## src/rtl/uart_fc_pkg.sv

```systemverilog
package uart_fc_pkg;
  localparam int CHAR_W = 8;
  localparam int NCODE  = 4;
  localparam int SEL_W  = $clog2(NCODE);

  typedef enum logic [SEL_W-1:0] {
    SEL_XON1  = 2'd0,
    SEL_XON2  = 2'd1,
    SEL_XOFF1 = 2'd2,
    SEL_XOFF2 = 2'd3
  } fc_sel_e;
endpackage

```

## src/rtl/fc_char_regs.sv

```systemverilog
module fc_char_regs #(
  parameter int DW    = 8,
  parameter int NREG  = 4,
  localparam int SW   = $clog2(NREG)
) (
  input  logic                     clk,
  input  logic                     rst,
  input  logic                     we,
  input  logic [SW-1:0]            sel,
  input  logic [DW-1:0]            wdata,
  output logic [NREG-1:0][DW-1:0]  codes
);
  for (genvar i = 0; i < NREG; i++) begin : g_reg
    always_ff @(posedge clk) begin
      if (rst) codes[i] <= '0;
      else if (we && sel == SW'(i)) codes[i] <= wdata;
    end
  end
endmodule

```

## src/rtl/fc_cmp.sv

```systemverilog
module fc_cmp #(
  parameter int DW   = 8,
  parameter int NREG = 4
) (
  input  logic [NREG-1:0][DW-1:0] codes,
  input  logic [DW-1:0]           data,
  input  logic [1:0]              wlen,
  output logic [NREG-1:0]         hit
);
  logic [DW-1:0] msk;
  logic [1:0]    drop;

  always_comb begin
    drop = 2'd3 - wlen;
    msk  = {DW{1'b1}} >> drop;
  end

  for (genvar i = 0; i < NREG; i++) begin : g_cmp
    assign hit[i] = ((codes[i] ^ data) & msk) == '0;
  end
endmodule

```

## src/rtl/fc_seq.sv

```systemverilog
module fc_seq #(
  parameter int DW = 8
) (
  input  logic          clk,
  input  logic          rst,
  input  logic          rx_valid,
  input  logic [DW-1:0] rx_data,
  input  logic [3:0]    hit,
  input  logic          fc_en,
  input  logic          dbl,
  input  logic          spec_en,
  output logic          fifo_we,
  output logic [DW-1:0] fifo_data,
  output logic          paused,
  output logic          paused_nx,
  output logic          pause_ev,
  output logic          resume_ev,
  output logic          spec_ev
);
  import uart_fc_pkg::*;

  logic          pend_q, pend_n;
  logic [DW-1:0] held_q, held_n;
  logic          defv_q, defv_n;
  logic [DW-1:0] defd_q, defd_n;
  logic          we_n;
  logic [DW-1:0] wd_n;
  logic          spec_hit, first_hit, second_hit, allow;

  always_comb begin
    we_n       = 1'b0;
    wd_n       = fifo_data;
    defv_n     = 1'b0;
    defd_n     = defd_q;
    pend_n     = pend_q;
    held_n     = held_q;
    paused_nx  = paused;
    pause_ev   = 1'b0;
    resume_ev  = 1'b0;
    spec_hit   = spec_en & hit[SEL_XOFF2];
    first_hit  = paused ? hit[SEL_XON1] : hit[SEL_XOFF1];
    second_hit = paused ? hit[SEL_XON2] : hit[SEL_XOFF2];
    allow      = fc_en & ~spec_hit;
    spec_ev    = rx_valid & spec_hit;

    if (defv_q) begin
      we_n = 1'b1;
      wd_n = defd_q;
    end

    if (rx_valid) begin
      if (pend_q) begin
        pend_n = 1'b0;
        if (allow && second_hit) begin
          paused_nx = ~paused;
          pause_ev  = ~paused;
          resume_ev = paused;
        end else begin
          we_n = 1'b1;
          wd_n = held_q;
          if (allow && first_hit) begin
            pend_n = 1'b1;
            held_n = rx_data;
          end else begin
            defv_n = 1'b1;
            defd_n = rx_data;
          end
        end
      end else if (allow && first_hit) begin
        if (dbl) begin
          pend_n = 1'b1;
          held_n = rx_data;
        end else begin
          paused_nx = ~paused;
          pause_ev  = ~paused;
          resume_ev = paused;
        end
      end else begin
        we_n = 1'b1;
        wd_n = rx_data;
      end
    end
  end

  always_ff @(posedge clk) begin
    if (rst) begin
      pend_q    <= 1'b0;
      held_q    <= '0;
      defv_q    <= 1'b0;
      defd_q    <= '0;
      fifo_we   <= 1'b0;
      fifo_data <= '0;
      paused    <= 1'b0;
    end else begin
      pend_q    <= pend_n;
      held_q    <= held_n;
      defv_q    <= defv_n;
      defd_q    <= defd_n;
      fifo_we   <= we_n;
      fifo_data <= wd_n;
      paused    <= paused_nx;
    end
  end
endmodule

```

## src/rtl/uart_xonxoff_detect.sv

```systemverilog
module uart_xonxoff_detect #(
  parameter int DW = uart_fc_pkg::CHAR_W
) (
  input  logic          clk,
  input  logic          rst,
  input  logic          rx_valid,
  input  logic [DW-1:0] rx_data,
  input  logic          reg_we,
  input  logic [1:0]    reg_sel,
  input  logic [DW-1:0] reg_wdata,
  input  logic [1:0]    cfg_wlen,
  input  logic          cfg_fc_en,
  input  logic          cfg_double,
  input  logic          cfg_spec_en,
  input  logic          cfg_irq_en,
  input  logic          status_rd,
  input  logic          tx_busy,
  output logic          fifo_we,
  output logic [DW-1:0] fifo_data,
  output logic          tx_hold,
  output logic          flag,
  output logic          irq
);
  import uart_fc_pkg::*;

  logic [NCODE-1:0][DW-1:0] codes;
  logic [NCODE-1:0]         hit;
  logic paused, paused_nx, pause_ev, resume_ev, spec_ev;
  logic flag_n, hold_n;

  fc_char_regs #(.DW(DW), .NREG(NCODE)) u_regs (
    .clk(clk), .rst(rst), .we(reg_we), .sel(reg_sel),
    .wdata(reg_wdata), .codes(codes)
  );

  fc_cmp #(.DW(DW), .NREG(NCODE)) u_cmp (
    .codes(codes), .data(rx_data), .wlen(cfg_wlen), .hit(hit)
  );

  fc_seq #(.DW(DW)) u_seq (
    .clk(clk), .rst(rst), .rx_valid(rx_valid), .rx_data(rx_data),
    .hit(hit), .fc_en(cfg_fc_en), .dbl(cfg_double), .spec_en(cfg_spec_en),
    .fifo_we(fifo_we), .fifo_data(fifo_data), .paused(paused),
    .paused_nx(paused_nx), .pause_ev(pause_ev), .resume_ev(resume_ev),
    .spec_ev(spec_ev)
  );

  always_comb begin
    flag_n = flag;
    if (status_rd || resume_ev) flag_n = 1'b0;
    if (pause_ev || spec_ev)    flag_n = 1'b1;
    if (!paused_nx)             hold_n = 1'b0;
    else                        hold_n = tx_hold | ~tx_busy;
  end

  always_ff @(posedge clk) begin
    if (rst) begin
      flag    <= 1'b0;
      irq     <= 1'b0;
      tx_hold <= 1'b0;
    end else begin
      flag    <= flag_n;
      irq     <= flag_n & cfg_irq_en;
      tx_hold <= hold_n;
    end
  end

  logic unused_paused;
  assign unused_paused = paused;
endmodule

```

## config.mk

```make
export PLATFORM = sky130hd
export DESIGN_NAME = uart_xonxoff_detect
export DESIGN_NICKNAME = d
export VERILOG_FILES = /design/src/rtl/uart_fc_pkg.sv /design/src/rtl/fc_char_regs.sv /design/src/rtl/fc_cmp.sv /design/src/rtl/fc_seq.sv /design/src/rtl/uart_xonxoff_detect.sv
export SDC_FILE = /design/constraint.sdc
export NUM_CORES = 1
export LEC_CHECK = 0
export BUFFER_PORTS_ARGS = -buffer_cell sky130_fd_sc_hd__buf_2
export CAP_MARGIN = 5
export CORE_MARGIN = 1.5
export CORE_UTILIZATION = 60
export CTS_CLUSTER_DIAMETER = 40
export DETAILED_ROUTE_END_ITERATION = 16
export GPL_ROUTABILITY_DRIVEN = 0
export PLACE_DENSITY_LB_ADDON = 0.2
export REMOVE_ABC_BUFFERS = 1
export SLEW_MARGIN = 20
export SYNTH_ARGS = -nofsm -noshare
export SYNTH_HDL_FRONTEND = slang
export SYNTH_SLANG_ARGS = --single-unit
```

## constraint.sdc

```tcl
create_clock -name clk -period 5.1 [get_ports clk]
set_input_delay 0.255 -clock clk [delete_from_list [all_inputs] [get_ports clk]]
set_output_delay 0.255 -clock clk [all_outputs]
set_load 0.05 [all_outputs]
```

======== After elaboration in Yosys (flattened, before gate mapping) ========
Index checks and enable logic that the tools add are counted.
storage, ports and cells
  register bits ........................... 63
  input bits .............................. 30
  logic and storage cells ................. 101
cells by class
  add/sub/neg operators ................... 1
  eq/ne operators ......................... 4
  shift operators ......................... 1
  muxes and demuxes ....................... 40
  bitwise logic cells ..................... 21
  reductions and logical operators ........ 20
operators with widths
  operator                                                            number
  8-bit 2-to-1 mux                                                    10
  8-bit bitwise AND                                                   4
  8-bit logical NOT                                                   4
  8-bit bitwise XOR                                                   4
  1-bit 2-to-1 mux                                                    30
  1-bit NOT                                                           8
  8-bit by 2-bit >> shifter with 8-bit output (first input constant)  1
  1-bit logical AND                                                   6
  2-bit nonzero test                                                  3
  5-bit AND reduction                                                 1
  1-bit bitwise AND                                                   4
  2-bit == test (second input constant)                               2
  4-bit AND reduction                                                 1
  4-bit OR reduction                                                  1
  2-bit by 1-bit == test with 1-bit output (second input constant)    1
  2-bit logical NOT                                                   1
  1-bit logical OR                                                    2
  2-bit inequality test (second input constant)                       1
  2-bit OR reduction                                                  1
  2-bit subtractor (first input constant)                             1
  1-bit OR                                                            1

======== Depth between registers and ports, before layout ========
  word-level depth ........................ 15
  mapped depth ............................ 11

======== Hierarchy ========
From an unflattened synthesis, not the netlist that was laid out.
unflattened totals
  cell total of the unflattened synthesis .. 334
  area, all modules ....................... 3300.7 µm²
by module, submodules not included
  module               times used  cells each  area each (µm²)  seq. area each (µm²)
  fc_seq               1           150         1472.7           560.5
  fc_char_regs         1           116         1285.0           640.6
  fc_cmp               1           58          440.4            0.0
  uart_xonxoff_detect  1           10          102.6            60.1

======== Worst setup path after synthesis ========
No wires, ideal clock.
  path kind ............................... input to register
  start point ............................. in rx_data[2]
  end point ............................... reg u_seq.held_q[2]
  setup time .............................. 128 ps
  arrival ................................. 2026 ps
  slack ................................... 2947 ps
  cell stages on the path ................. 8
  path buffers ............................ 1
  cells stage by stage .................... buf_2 > xnor2_1 > nand4_1 > a2111oi_4 > a22oi_2 > a221oi_4 > mux2i_1 > nor2_1
on the way
  longest elaborated chain between the ends .. 9
ends and longest elaborated chain
  item                                                                          line                                      source
  start, declared                                                               uart_xonxoff_detect.sv:7                  input logic [DW-1:0] rx_data,
  8-bit bitwise XOR                                                             fc_cmp.sv:19                              assign hit[i] = ((codes[i] ^ data) & msk) == '0;
  8-bit bitwise AND                                                             fc_cmp.sv:19
  8-bit logical NOT                                                             fc_cmp.sv:19
  1-bit bitwise AND                                                             fc_seq.sv:40                              spec_hit = spec_en & hit[SEL_XOFF2];
  1-bit NOT                                                                     fc_seq.sv:43                              allow = fc_en & ~spec_hit;
  1-bit bitwise AND                                                             fc_seq.sv:43
  1-bit logical AND, on equally long branches                                   fc_seq.sv:54, fc_seq.sv:61, fc_seq.sv:69
  2-bit inequality test (no source line) or 2-bit nonzero test (tied branches)  -
  5-bit AND reduction (no source line)                                          -
  end signal, assigned                                                          fc_seq.sv:96                              held_q <= held_n;
  end, declared                                                                 fc_seq.sv:23                              logic [DW-1:0] held_q, held_n;
Several ways; a longest one is shown, not always the timed one. The select of a mux whose other input is x is not followed.
A chain may end at the register's enable or synchronous reset.

======== Final worst setup path ========
  start point ............................. reg u_regs.codes[3] (netlist bit)
  end point ............................... reg u_seq.fifo_data[3]
on the way
  longest elaborated chain between the ends .. 8
ends and longest elaborated chain
  item                             line                source
  start, declared                  fc_char_regs.sv:11  output logic [NREG-1:0][DW-1:0] codes
  start signal, assigned by index  fc_char_regs.sv:16  else if (we && sel == SW'(i)) codes[i] <= wdata;
  8-bit bitwise XOR                fc_cmp.sv:19
  8-bit bitwise AND                fc_cmp.sv:19
  8-bit logical NOT                fc_cmp.sv:19
  1-bit 2-to-1 mux                 fc_seq.sv:41        first_hit = paused ? hit[SEL_XON1] : hit[SEL_XOFF1];
  1-bit logical AND                fc_seq.sv:69        end else if (allow && first_hit) begin
  8-bit 2-to-1 mux                 fc_seq.sv:69
  8-bit 2-to-1 mux                 fc_seq.sv:52        if (pend_q) begin
  8-bit 2-to-1 mux                 fc_seq.sv:51        if (rx_valid) begin
  end signal, assigned             fc_seq.sv:100       fifo_data <= wd_n;
  end, declared                    fc_seq.sv:13        output logic [DW-1:0] fifo_data,
Every way passes these cells.

==> flow_summary.toml <==
[outcome]
status = "complete, no violations"

[synthesis]
synth_area_per_cell_um2 = 9.34
synthXorXnorAreaFrac = 0.0863
ys_seq_elements = 63
yosys_warnings = 0
synth-edff-count = 0
syn_inst = 348
synthTopCellsByCount = "dfxtp_1, mux2i_1, nor2_1, nand2_1, xor2_1"
synth_fa_ha_area_frac = 0.0154
synth_top_family_by_area = "multiplexers"
yosys-top-cells-area = "dfxtp_1, mux2i_1, xor2_1"
synth_simple_gate_area_frac = 0.160
synthArstFlopShare = 0
synth_compound_area_frac = 0.125
synthFlopType = "dfxtp_1"
muxShareOfSynthArea = 0.176
synth_top_area_share = 0.388
ys_seq_area_frac = 0.388
synth_area_um2 = 3250
synth.distinct_cells = 48
netlist.top_cell.by_area = "dfxtp_1"
yosys.cell_count.top_type = "dfxtp_1"

[critical_path]
path_max_fanout = 9
timing.rr.start = "u_regs.codes[3]$_SDFFE_PP0P_"
critical_path_class = "reg -> reg"
startpoint_type = "register"
cp_data_required_time_ns = 5.32
cp.arrival_ns = 2.70
critPathLaunch = "u_regs.codes[3]$_SDFFE_PP0P_"
critPathCaptureType = "register"

[floorplanning]
ios = 42
fp.dieW_um = 76.6
placeableCoreArea_um2 = 5170
fp-row-count = 26
start_util = 0.628
die_area_um2 = 5870
die_y_um = 76.6

[timing]
fin_skew_ns = 0.00776
rsz0062_at_grt = "false"
slew_headroom = 0.390
period_share = 0.486
max_freq_ghz = 0.403
hold_viol = 0
setup_violations = 0
drv_slew = 0
tightest_slew_ns = 0.915
finalSetupTns_ns = 0
min_period_ns = 2.48

[routing]
wl_per_cell_um = 16.1
vias = 2575
drc_errors = 0
vias_per_cell = 5.70
drtAntennaViolNets = 0
firstDrtPassIters = 4
postRouteWirelength_um = 7290
drtIter0Drc = 194

[power]
power.density_nw_per_um2 = 296
leakagePower_nw = 1.56
total_power_mw = 1.07
peakVddDrop_mv = 0.205

[grt]
grt.total_usage = 0.264
grt_pass1_wl_um = 12100
antenna_found_initial = 0
grt_pass1_vias = 2530
grt-ovfl-total = 0
grt_max_degree = 51

[place]
place_area_um2 = 3430
portBuffers = 41
place_hpwl_um = 4880

[cts]
h-tree-depth = 3
cts_made_buffers = 9
clk_pin_slew_ns = 0.07
insertion_delay_ns = 0.35
clk_path_buf_depth = 2
cts_resized = 0
cts.sinks = 63
post_cts_buffers = 0
hold_buffers = 0
cts_tree = "done"
cts-root-buf = "clkbuf_8"

[cells_and_area]
regArea_um2 = 1260
fill_cells = 424
num-nets-final = 412
syn_to_final_growth_pct = 11.0
final_util = 0.697
drive_gt1_frac = 0.170
fin_area_um2 = 3610
multi_input_area_um2 = 1830
antenna_cells = 0

[worst_hold_path]
min-delay-start = "tx_busy"
hp-class = "in -> reg"

[run]
cap_violations = 0
flip-flops by register name, indices dropped and copies added, names as in the netlist, 8 cells and up:
register / flops
u_seq.defd_q: 8
u_seq.fifo_data: 8
u_regs.codes: 32
u_seq.held_q: 8
worst max-delay path, stage by stage (launching register included):
cell,delay [ns]
dfxtp_1,0.32
xnor2_1,0.16
nand4_1,0.19
a2111oi_4,0.38
a22oi_2,0.24
a21oi_1,0.54
nor4b_1,0.14
a311o_1,0.38
cells by family after synthesis:
family / count (synthesis)
AND/OR/NAND/NOR: 112
flip-flops: 63
multiplexers: 57
AO/OA/AOI/OAI: 47
buffers and inverters: 33
XOR/XNOR: 32
adder cells (fa/ha/maj): 4
final timing paths:
kind,depth (start not counted),slack (ns),end
max,7,2.62,u_seq.fifo_data[3]$_SDFF_PP0_
min,2,0.11,tx_hold$_SDFF_PP0_
max reg2reg,7,2.62,u_seq.fifo_data[3]$_SDFF_PP0_
min reg2reg,2,0.46,u_seq.defd_q[3]$_SDFFE_PP0P_
final cells by class:
class | count | area share
Tap cell | 70 | 0.0243
Inverter | 10 | 0.0104
Sequential cell | 63 | 0.350
Clock inverter | 5 | 0.0139
Multi-Input combinational cell | 252 | 0.507
Clock buffer | 10 | 0.0354
Timing Repair Buffer | 42 | 0.0590
report_power, final:
part | switching [mW] | leakage (nW) | internal (mW) | total (mW)
logic | 0.0901 | 0.957 | 0.0500 | 0.140
clock network | 0.192 | 0.0957 | 0.219 | 0.411
registers | 0.00871 | 0.512 | 0.507 | 0.515
total | 0.290 | 1.56 | 0.776 | 1.07
cells in the final DEF (no fill, tap or decap), types with 3 or more instances in the layout:
cell type and instances:
a211oi_1 3, a21oi_1 16, a311o_1 7, buf_2 41, clkbuf_8 9, clkinv_2 4
dfxtp_1 63, ha_1 4, inv_1 8, mux2i_1 55, nand2_1 32, nand3_1 8
nand4_1 6, nor2_1 47, nor4b_1 6, o211ai_1 3, xnor2_1 9, xor2_1 23
stage by stage:
step	worst slack, ns	hold WS [ns]	cells
after detailed placement	2.53	0.454	437
after global placement	2.57	0.442	437
after floorplan	3.02	0.324	325
after global routing	2.44	0.114	452
after CTS	2.61	0.105	452
final	2.62	0.107	452
metal layers:
layer,wire (µm),global-route usage,share of wire
met2,3370,0.421,0.46
met5,0,0,0
met3,403,0.0491,0.055
met4,154,0.124,0.021
met1,3350,0.345,0.46
Note: power is estimated with default switching activity, not from simulation.
